--- config.mk ---
export PLATFORM = sky130hd
export DESIGN_NAME = bist_char_pattern
export DESIGN_NICKNAME = d
export VERILOG_FILES = /design/src/rtl/bist_pkg.sv /design/src/rtl/bist_char_map.sv /design/src/rtl/bist_tx_gen.sv /design/src/rtl/bist_rx_check.sv /design/src/rtl/bist_char_pattern.sv
export SDC_FILE = /design/constraint.sdc
export NUM_CORES = 1
export LEC_CHECK = 0
export BUFFER_PORTS_ARGS = -buffer_cell sky130_fd_sc_hd__buf_2
export CAP_MARGIN = 20
export CORE_ASPECT_RATIO = 1.25
export CORE_UTILIZATION = 45
export CTS_BUF_LIST = sky130_fd_sc_hd__clkbuf_4 sky130_fd_sc_hd__clkbuf_8
export DETAILED_ROUTE_END_ITERATION = 12
export GPL_TIMING_DRIVEN = 0
export PLACE_DENSITY = 0.75
export REMOVE_ABC_BUFFERS = 1
export SETUP_SLACK_MARGIN = 0.5
export SLEW_MARGIN = 0
export SYNTH_ARGS = -nofsm -noshare
export SYNTH_HDL_FRONTEND = slang
export SYNTH_SLANG_ARGS = --single-unit
--- constraint.sdc ---
create_clock -name clk -period 2.4 [get_ports clk]
set_clock_uncertainty 0.1 [all_clocks]
set_input_delay 0.48 -clock clk [delete_from_list [all_inputs] [get_ports clk]]
set_output_delay 0.48 -clock clk [all_outputs]
set_load 0.1 [all_outputs]
--- src/rtl/bist_pkg.sv ---
package bist_pkg;
  typedef enum logic {
    CHK_HUNT  = 1'b0,
    CHK_TRACK = 1'b1
  } chk_state_e;
endpackage

--- src/rtl/bist_char_map.sv ---
module bist_char_map #(
  parameter int DATA_W      = 8,
  parameter int NUM_SPECIAL = 12
) (
  input  logic [DATA_W:0]   state,
  input  logic              bist_mode,
  output logic [DATA_W-1:0] ch_byte,
  output logic              ch_special,
  output logic              ch_viol
);
  localparam int LOW_W  = DATA_W / 2;
  localparam int HIGH_W = DATA_W - LOW_W;

  logic [LOW_W-1:0]  lo;
  logic [HIGH_W-1:0] hi;
  logic [LOW_W-1:0]  folded;

  assign lo = state[LOW_W-1:0];
  assign hi = state[DATA_W-1:LOW_W];

  // fold the low field onto the special code range
  generate
    if (NUM_SPECIAL >= (1 << LOW_W)) begin : g_nofold
      assign folded = lo;
    end else begin : g_fold
      localparam logic [LOW_W-1:0] NSP = LOW_W'(NUM_SPECIAL);
      assign folded = (lo < NSP) ? lo : lo - NSP;
    end
  endgenerate

  always_comb begin
    ch_byte    = state[DATA_W-1:0];
    ch_special = 1'b0;
    ch_viol    = 1'b0;
    if (!state[DATA_W]) begin
      if (!bist_mode) begin
        ch_special = 1'b1;
      end else if (&hi) begin
        ch_viol = 1'b1;
      end else begin
        ch_byte    = {{HIGH_W{1'b0}}, folded};
        ch_special = 1'b1;
      end
    end
  end
endmodule

--- src/rtl/bist_tx_gen.sv ---
module bist_tx_gen #(
  parameter int              DATA_W      = 8,
  parameter int              NUM_SPECIAL = 12,
  parameter logic [DATA_W:0] TAPS        = 9'h110,
  parameter logic [DATA_W:0] SEED        = 9'h1FF
) (
  input  logic              clk,
  input  logic              rst,
  input  logic              bist_en_n,
  input  logic              tx_stb,
  input  logic [DATA_W-1:0] tx_data,
  input  logic              tx_special_in,
  output logic [DATA_W-1:0] out_byte,
  output logic              out_special,
  output logic              out_viol
);
  localparam int ST_W = DATA_W + 1;

  function automatic logic [ST_W-1:0] lfsr_step(input logic [ST_W-1:0] s);
    return {s[ST_W-2:0], ^(s & TAPS)};
  endfunction

  logic [ST_W-1:0]   hold_q, hold_d;
  logic              active_q, active_d;
  logic [DATA_W-1:0] m_byte;
  logic              m_special, m_viol;

  // holding register doubles as the LFSR while self-test is active
  always_comb begin
    hold_d   = hold_q;
    active_d = active_q & ~bist_en_n;
    if (tx_stb) begin
      if (bist_en_n) begin
        hold_d = {~tx_special_in, tx_data};
      end else if (!active_q) begin
        hold_d   = SEED;
        active_d = 1'b1;
      end else begin
        hold_d = lfsr_step(hold_q);
      end
    end
  end

  bist_char_map #(.DATA_W(DATA_W), .NUM_SPECIAL(NUM_SPECIAL)) u_map (
    .state     (hold_d),
    .bist_mode (active_d),
    .ch_byte   (m_byte),
    .ch_special(m_special),
    .ch_viol   (m_viol)
  );

  always_ff @(posedge clk) begin
    if (rst) begin
      hold_q      <= {1'b1, {DATA_W{1'b0}}};
      active_q    <= 1'b0;
      out_byte    <= '0;
      out_special <= 1'b0;
      out_viol    <= 1'b0;
    end else begin
      hold_q   <= hold_d;
      active_q <= active_d;
      if (tx_stb) begin
        out_byte    <= m_byte;
        out_special <= m_special;
        out_viol    <= m_viol;
      end
    end
  end
endmodule

--- src/rtl/bist_rx_check.sv ---
module bist_rx_check
  import bist_pkg::*;
#(
  parameter int              DATA_W      = 8,
  parameter int              NUM_SPECIAL = 12,
  parameter logic [DATA_W:0] TAPS        = 9'h110,
  parameter int              LOCK_LEN    = 9
) (
  input  logic              clk,
  input  logic              rst,
  input  logic              bist_en_n,
  input  logic              rx_stb,
  input  logic [DATA_W-1:0] rx_byte,
  input  logic              rx_special,
  input  logic              rx_viol,
  output logic              chk_err,
  output logic              chk_locked
);
  localparam int ST_W  = DATA_W + 1;
  localparam int CNT_W = $clog2(LOCK_LEN + 1);
  localparam logic [CNT_W-1:0] CNT_MAX  = CNT_W'(LOCK_LEN);
  localparam logic [CNT_W-1:0] CNT_LAST = CNT_W'(LOCK_LEN - 1);

  function automatic logic [ST_W-1:0] lfsr_step(input logic [ST_W-1:0] s);
    return {s[ST_W-2:0], ^(s & TAPS)};
  endfunction

  chk_state_e        st_q;
  logic [ST_W-1:0]   pred_q;
  logic [CNT_W-1:0]  cnt_q;
  logic [DATA_W-1:0] p_byte;
  logic              p_special, p_viol;
  logic              match, rx_is_data;

  bist_char_map #(.DATA_W(DATA_W), .NUM_SPECIAL(NUM_SPECIAL)) u_map (
    .state     (pred_q),
    .bist_mode (1'b1),
    .ch_byte   (p_byte),
    .ch_special(p_special),
    .ch_viol   (p_viol)
  );

  assign match      = (rx_byte == p_byte) && (rx_special == p_special) && (rx_viol == p_viol);
  assign rx_is_data = !rx_special && !rx_viol;

  always_ff @(posedge clk) begin
    if (rst) begin
      st_q       <= CHK_HUNT;
      pred_q     <= '0;
      cnt_q      <= '0;
      chk_err    <= 1'b0;
      chk_locked <= 1'b0;
    end else begin
      chk_err <= 1'b0;
      if (bist_en_n) begin
        st_q       <= CHK_HUNT;
        cnt_q      <= '0;
        chk_locked <= 1'b0;
      end else if (rx_stb) begin
        case (st_q)
          CHK_HUNT: begin
            if (rx_is_data) begin
              pred_q <= lfsr_step({1'b1, rx_byte});
              cnt_q  <= '0;
              st_q   <= CHK_TRACK;
            end
          end
          default: begin
            if (match) begin
              pred_q <= lfsr_step(pred_q);
              if (cnt_q != CNT_MAX) cnt_q <= cnt_q + CNT_W'(1);
              if (cnt_q >= CNT_LAST) chk_locked <= 1'b1;
            end else begin
              chk_err    <= 1'b1;
              chk_locked <= 1'b0;
              cnt_q      <= '0;
              st_q       <= CHK_HUNT;
            end
          end
        endcase
      end
    end
  end
endmodule

--- src/rtl/bist_char_pattern.sv ---
module bist_char_pattern #(
  parameter int              DATA_W      = 8,
  parameter int              NUM_SPECIAL = 12,
  parameter logic [DATA_W:0] TAPS        = 9'h110,
  parameter logic [DATA_W:0] SEED        = 9'h1FF,
  parameter int              LOCK_LEN    = 9
) (
  input  logic              clk,
  input  logic              rst,
  input  logic              bist_en_n,
  input  logic              tx_stb,
  input  logic [DATA_W-1:0] tx_data,
  input  logic              tx_special_in,
  output logic [DATA_W-1:0] out_byte,
  output logic              out_special,
  output logic              out_viol,
  input  logic              rx_stb,
  input  logic [DATA_W-1:0] rx_byte,
  input  logic              rx_special,
  input  logic              rx_viol,
  output logic              chk_err,
  output logic              chk_locked
);
  bist_tx_gen #(
    .DATA_W(DATA_W), .NUM_SPECIAL(NUM_SPECIAL), .TAPS(TAPS), .SEED(SEED)
  ) u_gen (
    .clk          (clk),
    .rst          (rst),
    .bist_en_n    (bist_en_n),
    .tx_stb       (tx_stb),
    .tx_data      (tx_data),
    .tx_special_in(tx_special_in),
    .out_byte     (out_byte),
    .out_special  (out_special),
    .out_viol     (out_viol)
  );

  bist_rx_check #(
    .DATA_W(DATA_W), .NUM_SPECIAL(NUM_SPECIAL), .TAPS(TAPS), .LOCK_LEN(LOCK_LEN)
  ) u_chk (
    .clk       (clk),
    .rst       (rst),
    .bist_en_n (bist_en_n),
    .rx_stb    (rx_stb),
    .rx_byte   (rx_byte),
    .rx_special(rx_special),
    .rx_viol   (rx_viol),
    .chk_err   (chk_err),
    .chk_locked(chk_locked)
  );
endmodule

Yosys cells after proc, flatten, opt, wreduce, memory -nomap -nowiden
Index checks and enable logic that the tools add are counted.
{"block": "totals", "inputBits": 24, "elab_cells": 80, "ff_bits": 36, "output_inout_bits": 12}
{"block": "classes", "add_sub_neg": 3, "n_reduce_logical": 16, "n_eq_ne": 7, "bitwise": 5, "n_lt_le_gt_ge": 3, "mux": 36}
{"cell": "two-way mux 9 bit", "n": 6}
{"cell": "two-way mux 8 bit", "n": 5}
{"cell": "XOR reduction 9 bit", "n": 3}
{"cell": "two-way mux 4 bit", "n": 6}
{"cell": "two-way mux 1 bit", "n": 19}
{"cell": "AND reduction 4 bit", "n": 3}
{"cell": "equality test 8 bit", "n": 1}
{"cell": "less-than comparator 4 bit, second input constant", "n": 2}
{"cell": "subtractor 4 bit, second input constant", "n": 2}
{"cell": "AND reduction 3 bit", "n": 2}
{"cell": "adder 4 x 1 -> 4 bit, second input constant", "n": 1}
{"cell": "greater-or-equal comparator 4 bit, second input constant", "n": 1}
{"cell": "!= test 2 bit, second input constant", "n": 2}
{"cell": "!= test 4 bit, second input constant", "n": 1}
{"cell": "NOT 1 bit", "n": 4}
{"cell": "OR reduction 4 bit", "n": 1}
{"cell": "logical AND 1 bit", "n": 3}
{"cell": "!= test 3 bit, second input constant", "n": 1}
{"cell": "equality test 1 bit", "n": 2}
{"cell": "zero test 1 bit", "n": 2}
{"cell": "nonzero test 2 bit", "n": 1}
{"cell": "OR reduction 2 bit", "n": 1}
{"cell": "bitwise AND 1 bit", "n": 1}

Logic depth before layout (Yosys ltp)
Gate-level depths: netlist (run 1).
{"block": "depth", "depth_word": 9, "depth_mapped": 8}

Hierarchy
From an unflattened synthesis (run 1), not the netlist that was laid out.
{"block": "unflattened", "hier_cells": 250, "area_unflattened_um2": 2074.5}
{"module": "bist_rx_check", "instances": 1, "area_per_inst_um2": 973.4, "cells_each": 116}
{"module": "bist_tx_gen", "instances": 1, "area_per_inst_um2": 875.8, "cells_each": 96}
{"module": "bist_char_map", "instances": 2, "area_per_inst_um2": 112.6, "cells_each": 19}

Least setup slack after synthesis (run 1)
OpenSTA, ideal clock, no wires.
{"block": "synth_path", "path_type": "in2reg", "start": "in rx_byte[4]", "end": "reg u_chk.pred_q[8]", "n_path_buf": 1, "setup_ns": 0.132, "required_ns": 2.168, "arrival_ns": 1.747, "cell_stages": 7, "path_slack_ns": 0.421, "cell_sequence": "nor4b_4 mux2i_2 a211oi_4 a41oi_4 buf_6 o21ai_1 o41ai_2"}
{"block": "synth_between", "elab_chain_len": 5}
{"item": "start: declaration", "line_no": "bist_char_pattern.sv:18", "rtl": "input logic [DATA_W-1:0] rx_byte,"}
{"item": "equality test 8 bit", "line_no": "bist_rx_check.sv:43", "rtl": "assign match = (rx_byte == p_byte) && (rx_special == p_special) && (rx_viol == p_viol);"}
{"item": "logical AND 1 bit (2 in series)", "line_no": "bist_rx_check.sv:43"}
{"item": "!= test 2 bit (no line)"}
{"item": "AND reduction 4 bit (no line)"}
{"item": "end signal: assignment", "line_no": "bist_rx_check.sv:63", "rtl": "pred_q <= lfsr_step({1'b1, rx_byte});"}
{"item": "end signal: assignment", "line_no": "bist_rx_check.sv:70", "rtl": "pred_q <= lfsr_step(pred_q);"}
{"item": "end: declaration", "line_no": "bist_rx_check.sv:29", "rtl": "logic [ST_W-1:0] pred_q;"}
No other way between the ends.
A chain may end at the register's enable or synchronous reset.

Final worst setup path (run 1)
{"block": "layout_path", "start": "reg u_chk.pred_q[4]", "end": "reg u_chk.pred_q[8]"}
{"block": "layout_between", "elab_chain_len": 8}
{"item": "AND reduction 4 bit", "line_no": "bist_char_map.sv:38", "rtl": "end else if (&hi) begin"}
{"item": "two-way mux 8 bit or two-way mux 1 bit (tied branches)", "line_no": "bist_char_map.sv:38"}
{"item": "two-way mux 8 bit or two-way mux 1 bit (tied branches)", "line_no": "bist_char_map.sv:35", "rtl": "if (!state[DATA_W]) begin"}
{"item": "equality test 8 bit or equality test 1 bit (tied branches)", "line_no": "bist_rx_check.sv:43"}
{"item": "logical AND 1 bit", "line_no": "bist_rx_check.sv:43"}
{"item": "logical AND 1 bit (*)", "line_no": "bist_rx_check.sv:43"}
{"item": "!= test 2 bit (no line) (*)"}
{"item": "AND reduction 4 bit (no line) (*)"}
Every way passes the cells marked *; elsewhere a longest branch is shown, timed or not.

==> flow_metrics.tcl, run 1 <==
set metrics [dict create \
    status "finished, final reports clean" \
    crit_type "reg -> reg" \
    coreArea_sq_um 4392 \
    synth_area_leaders "dfxtp_1 35%, nor2b_1 4.9%, nor2_1 4.0%" \
    gr-total-overflow 0 \
    finalWorstSetupSlack_ns 0.3833 \
    die_w_um 62.27 \
    synthFlopType "dfxtp_1" \
    ir_drop_uv 256.0 \
    hold_ws_ns 0.3558 \
    num_vias 1972 \
    netlist_area_sq_um 2043 \
    ant_nets 0 \
    ios 36 \
    critPathLaunchType "flop" \
    yosys_warnings 0 \
    crit_arrival_ns 2.08 \
    combPwrFrac_pct 20.5 \
    wirelength_um 5393 \
    first_iter_violations 109 \
    hold_buffers 0 \
    pwr-share-clk_pct 36.2 \
    synth_commonest_cells "36 x dfxtp_1, 22 x nor2_1, 16 x nor2b_1" \
    cts_tree "yes" \
    avgSynthCellArea_sq_um 8.658 \
    min_path_type "reg -> reg" \
    finalHoldViolCount 0 \
    drc 0 \
    post_drt_wl_per_cell_um 16.10 \
    p_sw_w 0.0004575 \
    num_rows 27 \
    numCtsBuffers 5 \
    maxCapViolCount 0 \
    root_buffer "clkbuf_8" \
    fmaxAchievable_mhz 495.9 \
    io_buffers 35 \
    clock_sinks 36 \
    p_leak_nw 1.078 \
    clk_pin_slew_worst_paths_ns 0.08 \
    start_util_pct 46.52 \
    synth_top_area_cell "dfxtp_1" \
    firstDrtPassIters 4 \
    synth_cell_types 55 \
    ys_ff_latch 36 \
    utilization_pct 63.76 \
    synth_edf_count 0 \
    hpwl_um 3069 \
    period_share_pct 84.03 \
    setup_viol 0 \
    vias_per_cell 5.887 \
    die-area_sq_um 4816 \
    drv_slew 0 \
    p_per_area_nw_per_um2 529.0 \
    synthArstFlopShare_pct 0 \
    worst_pin_slew_ns 0.5351 \
    gr-usage-all-layers_pct 22.91 \
    syn_inst 236 \
    drive_gt1_share_pct 38.99 \
    h-tree-depth 2 \
    critPathCaptureType "flop" \
    yosysTopAreaCellShare_pct 35.27 \
    rsz0062_at_grt "true" \
    setup_tns_ns 0 \
    slew_headroom_pct 64.33 \
    worstSkewPairLatency_ns 0.29 \
    grt_first_pass_wirelength_um 8852 \
    cp_data_required_time_ns 2.46 \
    post-route-min-period_ns 2.017 \
    dp_slack_ns -0.02172 \
    power.share.sequential_pct 43.3 \
    p_int_w 0.001024 \
    antenna_found_initial 0 \
    worst-path-max-fanout 7 \
    die_h_um 77.34 \
    grt_max_degree 40 \
    ys_seq_area_share_pct 35.27 \
    swShare_pct 30.88 \
    cts_buffer_depth 2 \
    grt_pass1_vias 1989 \
    place_congestion 0.7809 \
    post-synth-top-count-cell "dfxtp_1" \
    area_delta_synth_final_pct 37.05 \
    n_antenna_cell 0 \
    nets 303 \
]
cells by family after synthesis:
| group | count (synthesis) | synth area share [%] |
|---|---|---|
| AOI/OAI and AO/OA | 70 | 24.99 |
| xor gates and xnor gates | 6 | 2.572 |
| adders and majority gates | 3 | 1.837 |
| buffers and inverters | 20 | 4.532 |
| DFF | 36 | 35.27 |
| muxes | 10 | 5.144 |
| and+or+nand+nor | 91 | 25.66 |
cell type report:
type | instances | area [sq um]
timing repair buffer | 45 | 272.8
fill | 380 | 1592
tap | 58 | 72.57
sequential | 36 | 745.7
clock inverter | 3 | 42.54
clock buffer | 5 | 68.82
multi-input combinational | 183 | 1579
inverter | 5 | 18.77
layout by cell type (no fill, tap or decap), types with 2 or more instances in the layout:
cell       n
o21ai_2    7
a211oi_1   6
nor2b_1   16
mux2i_1    8
a21oi_1   14
dfxtp_2    2
and3_1     2
nor2_1    22
o21ai_1    5
nand2_1   14
o31ai_2    2
inv_1      5
and3b_1    2
nand3_1    7
dfxtp_4    6
buf_2     34
xnor2_1    3
ha_1       3
o221ai_1   2
nor3_1     2
dfxtp_1   28
buf_4      7
a41oi_4    4
a22o_1     2
o41ai_2    7
o21ai_0    4
nand2b_1   5
o22ai_1    2
clkbuf_8   5
o41ai_1    2
or3b_4     4
a211o_1    2
a31oi_4    4
nand4_4    2
buf_6      2
layer usage:
layer	part of all wire, %	vias to the layer above	global-route usage, %
met3	3.6	11	5.588
met2	54	53	42.75
met1	40	950	23.83
li1	-	958	-
met4	2.1	0	10.70
met5	0	-	0
what timing repair did:
action | in CTS | in global routing
gates cloned | 3 | 0
pin swaps | 8 | 15
gates resized for setup | 47 | 30
setup endpoints to repair | 22 | 21
buffers inserted | 4 | 6
power groups by stage:
stage	Clock [W]	Sequential, W	Combinational, W
6_report	0.000536	0.000642	0.000303
5_1_grt	0.000577	0.000645	0.000325
4_1_cts	0.000549	0.000643	0.000281
3_5_place_dp	0	0.000658	0.000240
3_3_place_gp	0	0.000657	0.000237
2_1_floorplan	0	0.000734	0.0000918
flip-flops by register name, indices dropped and copies added (netlist names):
name and flops:
u_chk.st_q 1, u_gen.out_special 1, u_chk.cnt_q 4, u_chk.pred_q 9, u_chk.chk_locked 1, u_gen.hold_q 9
u_gen.out_viol 1, u_gen.out_byte 8, u_chk.chk_err 1, u_gen.active_q 1
path summary, 6_finish.rpt:
kind	from	endpoint	slack, ns	depth (start not counted)
worst max-delay path	u_chk.pred_q[4]$_SDFFE_PP0P_	u_chk.pred_q[8]$_SDFFE_PP0P_	0.38	8
worst min-delay path	u_gen.out_byte[1]$_SDFFE_PP0P_	u_gen.out_byte[1]$_SDFFE_PP0P_	0.36	2
worst max register to register	u_chk.pred_q[4]$_SDFFE_PP0P_	u_chk.pred_q[8]$_SDFFE_PP0P_	0.38	8
worst min register to register	u_gen.out_byte[1]$_SDFFE_PP0P_	u_gen.out_byte[1]$_SDFFE_PP0P_	0.36	2
critical path, stage by stage (launching register included):
cell and delay, ns:
dfxtp_4 0.40, xnor2_2 0.17, nand3b_1 0.18, a211oi_4 0.29, buf_6 0.16, buf_4 0.12
a41oi_4 0.16, o21ai_2 0.22, o41ai_2 0.09
metrics by stage:
step / power (W) / instance area [sq um] / cells
floorplan: 0.0008262 / 1969 / 221
global placement: 0.0008947 / 2217 / 314
detailed placement: 0.0008982 / 2217 / 314
CTS: 0.001472 / 2625 / 329
global route: 0.001547 / 2800 / 335
finish: 0.001481 / 2800 / 335
No activity file was read; power rests on OpenSTA's default activity.
==> run 2, diff against run 1 <==
--- a/config.mk
+++ b/config.mk
@@ -12,7 +12,7 @@
 export CTS_BUF_LIST = sky130_fd_sc_hd__clkbuf_4 sky130_fd_sc_hd__clkbuf_8
 export DETAILED_ROUTE_END_ITERATION = 12
 export GPL_TIMING_DRIVEN = 0
-export PLACE_DENSITY = 0.75
+export PLACE_DENSITY = 0.78
 export REMOVE_ABC_BUFFERS = 1
 export SETUP_SLACK_MARGIN = 0.5
 export SLEW_MARGIN = 0
==> constraint.sdc (replaced) <==
create_clock -name clk -period 1.8 [get_ports clk]
set_clock_uncertainty 0.1 [all_clocks]
set_input_delay 0.36 -clock clk [delete_from_list [all_inputs] [get_ports clk]]
set_output_delay 0.36 -clock clk [all_outputs]
set_load 0.1 [all_outputs]
==> flow_metrics.tcl, run 2 (same netlist as run 1, synthesis figures left out) <==
set metrics [dict create \
    fill_cells 304 \
    cpPeakStageDelay_ns 0.39 \
    grt_pass1_vias 2208 \
    start_util_pct 46.52 \
    layout_common_cells "23 x buf_4, 20 x nor2_1, 20 x buf_2" \
    area_delta_synth_final_pct 57.93 \
    num_rows 27 \
    antenna_found_initial 0 \
    maxCapViolCount 0 \
    ir_drop_uv 459.0 \
    drive_gt1_share_pct 52.01 \
    crit_family "compound AO/OA/AOI/OAI gates" \
    worst-path-max-fanout 6 \
    fin_cells 356 \
    hpwl_um 3063 \
    firstDrtPassIters 4 \
    crit_buf_inv 2 \
    min_path_type "in -> reg" \
    slowest_stage "dfxtp_4" \
    worstHoldEndpoint "u_chk.chk_err$_SDFF_PP0_" \
    dp.cells 314 \
    setup_viol 17 \
    drv_slew 0 \
    fmaxAchievable_mhz 510.7 \
    crit_path_frequent_cell "buf_6" \
    ant_nets 0 \
    io_buffers 35 \
    vias_per_cell 5.961 \
    dr_wl_met3_um 210 \
    die_h_um 77.34 \
    whs_path_depth 3 \
    r2r-end "u_chk.pred_q[7]$_SDFFE_PP0P_" \
    cts_tree "yes" \
    post_drt_wl_per_cell_um 17.49 \
    critPathLaunchType "flop" \
    top_layer_used "met4" \
    clk_pin_slew_worst_paths_ns 0.07 \
    worst_pin_slew_ns 0.5040 \
    ios 36 \
    reg2reg_depth 7 \
    worstSkewPairLatency_ns 0.29 \
    gr-usage-all-layers_pct 26.24 \
    slew_headroom_pct 66.40 \
    p_per_area_nw_per_um2 627.2 \
    hold_path_startpoint "rx_stb" \
    crit_type "reg -> reg" \
    status "complete, but fails checks" \
    layout_commonest_cell "buf_4" \
    die_w_um 62.27 \
    wirelength_um 6227 \
    rrSetupSlack_ns -0.16 \
    path_cells "xnor2_2 -> nand3b_1 -> a211oi_4 -> buf_6 -> a41oi_4 -> buf_6 -> o41ai_2" \
    cts_buffer_depth 2 \
    nets 325 \
    num_vias 2122 \
    rsz0062_at_grt "true" \
    first_iter_violations 105 \
    wl_met1_um 2291 \
    cp_data_required_time_ns 1.89 \
    die-area_sq_um 4816 \
    coreArea_sq_um 4392 \
    finalWorstSetupSlack_ns -0.1581 \
    stdcell_area_sq_um 3227 \
    postPlaceCellArea_sq_um 2217 \
    post-route-min-period_ns 1.958 \
    gr-total-overflow 0 \
    period_share_pct 108.8 \
    h-tree-depth 2 \
    violations "setup timing" \
    place_congestion 0.7937 \
    grt_max_degree 40 \
    grt_first_pass_wirelength_um 10130 \
    finalHoldViolCount 0 \
    n_antenna_cell 0 \
    root_buffer "clkbuf_8" \
    met2WireLength_um 3567 \
    crit_arrival_ns 2.05 \
    numCtsBuffers 5 \
    p_leak_nw 1.263 \
    timing.rr.start "u_chk.pred_q[4]$_SDFFE_PP0P_" \
    drc 0 \
    critPathCaptureType "flop" \
    reg.largest.list "u_chk.pred_q x9, u_gen.hold_q x9, u_gen.out_byte x8" \
    clock_sinks 36 \
]
[run 2: power breakdown]
part / switching [W] / total, W / internal (W)
registers: 0.0000414 / 0.000869 / 0.000827
clock network: 0.000299 / 0.000641 / 0.000341
logic: 0.000299 / 0.000515 / 0.000215
[run 2: cell type report]
cell class / instances / area [sq um] / area share [%]
sequential: 36 / 767.0 / 23.77
timing repair buffer: 68 / 651.9 / 20.20
multi-input combinational: 182 / 1613 / 49.98
tap: 58 / 72.57 / 2.249
inverter: 5 / 26.28 / 0.8143
clock buffer: 7 / 96.34 / 2.986
[run 2: worst max path at each step]
stage	endpoint	cells after the start	slack, ns	from
finish	u_chk.pred_q[7]$_SDFFE_PP0P_	7	-0.16	u_chk.pred_q[4]$_SDFFE_PP0P_
global route	u_chk.pred_q[7]$_SDFFE_PP0P_	7	-0.23	u_chk.pred_q[4]$_SDFFE_PP0P_
CTS	u_chk.pred_q[7]$_SDFFE_PP0P_	8	-0.06	u_chk.pred_q[8]$_SDFFE_PP0P_
detailed placement	u_chk.pred_q[5]$_SDFFE_PP0P_	3	-0.57	u_chk.st_q$_SDFFE_PP0P_
global placement	u_chk.pred_q[1]$_SDFFE_PP0P_	3	-0.54	u_chk.st_q$_SDFFE_PP0P_
floorplan	u_chk.pred_q[0]$_SDFFE_PP0P_	3	-0.10	u_chk.st_q$_SDFFE_PP0P_
[run 2: what timing repair did]
item | 4_1_cts | 5_1_grt
setup buffers | 19 | 14
gates resized for setup | 145 | 21
endpoints found under the setup margin | 41 | 42
hold endpoints to repair | 0 | 0
pin swaps | 26 | 9
cloned | 2 | 0
hold buffers | 0 | 0
[run 2: layer usage]
metal / vias up / GRT usage [%]
met5: - / 0
met4: 0 / 11.86
met3: 17 / 4.853
met2: 62 / 50.99
met1: 1041 / 26.71
li1: 1002 / -
[run 2: stage by stage]
stage	TNS, ns	setup slack, ns	total power (W)	util [%]	hold slack, ns
detailed placement	-9.218	-0.5712	0.001198	50.48	0.3529
CTS	-0.5473	-0.06362	0.001981	69.46	0.2677
global placement	-8.638	-0.5438	0.001192	50.48	0.3489
floorplan	-1.065	-0.1011	0.001102	-	0.3291
finish	-1.814	-0.1581	0.002024	73.48	0.2741
global route	-3.169	-0.2272	0.002099	73.48	0.2896
[run 2: worst min-delay path, stage by stage]
cell     delay (ns)
buf_2          0.13
nand3_2        0.09
nor3_1         0.05
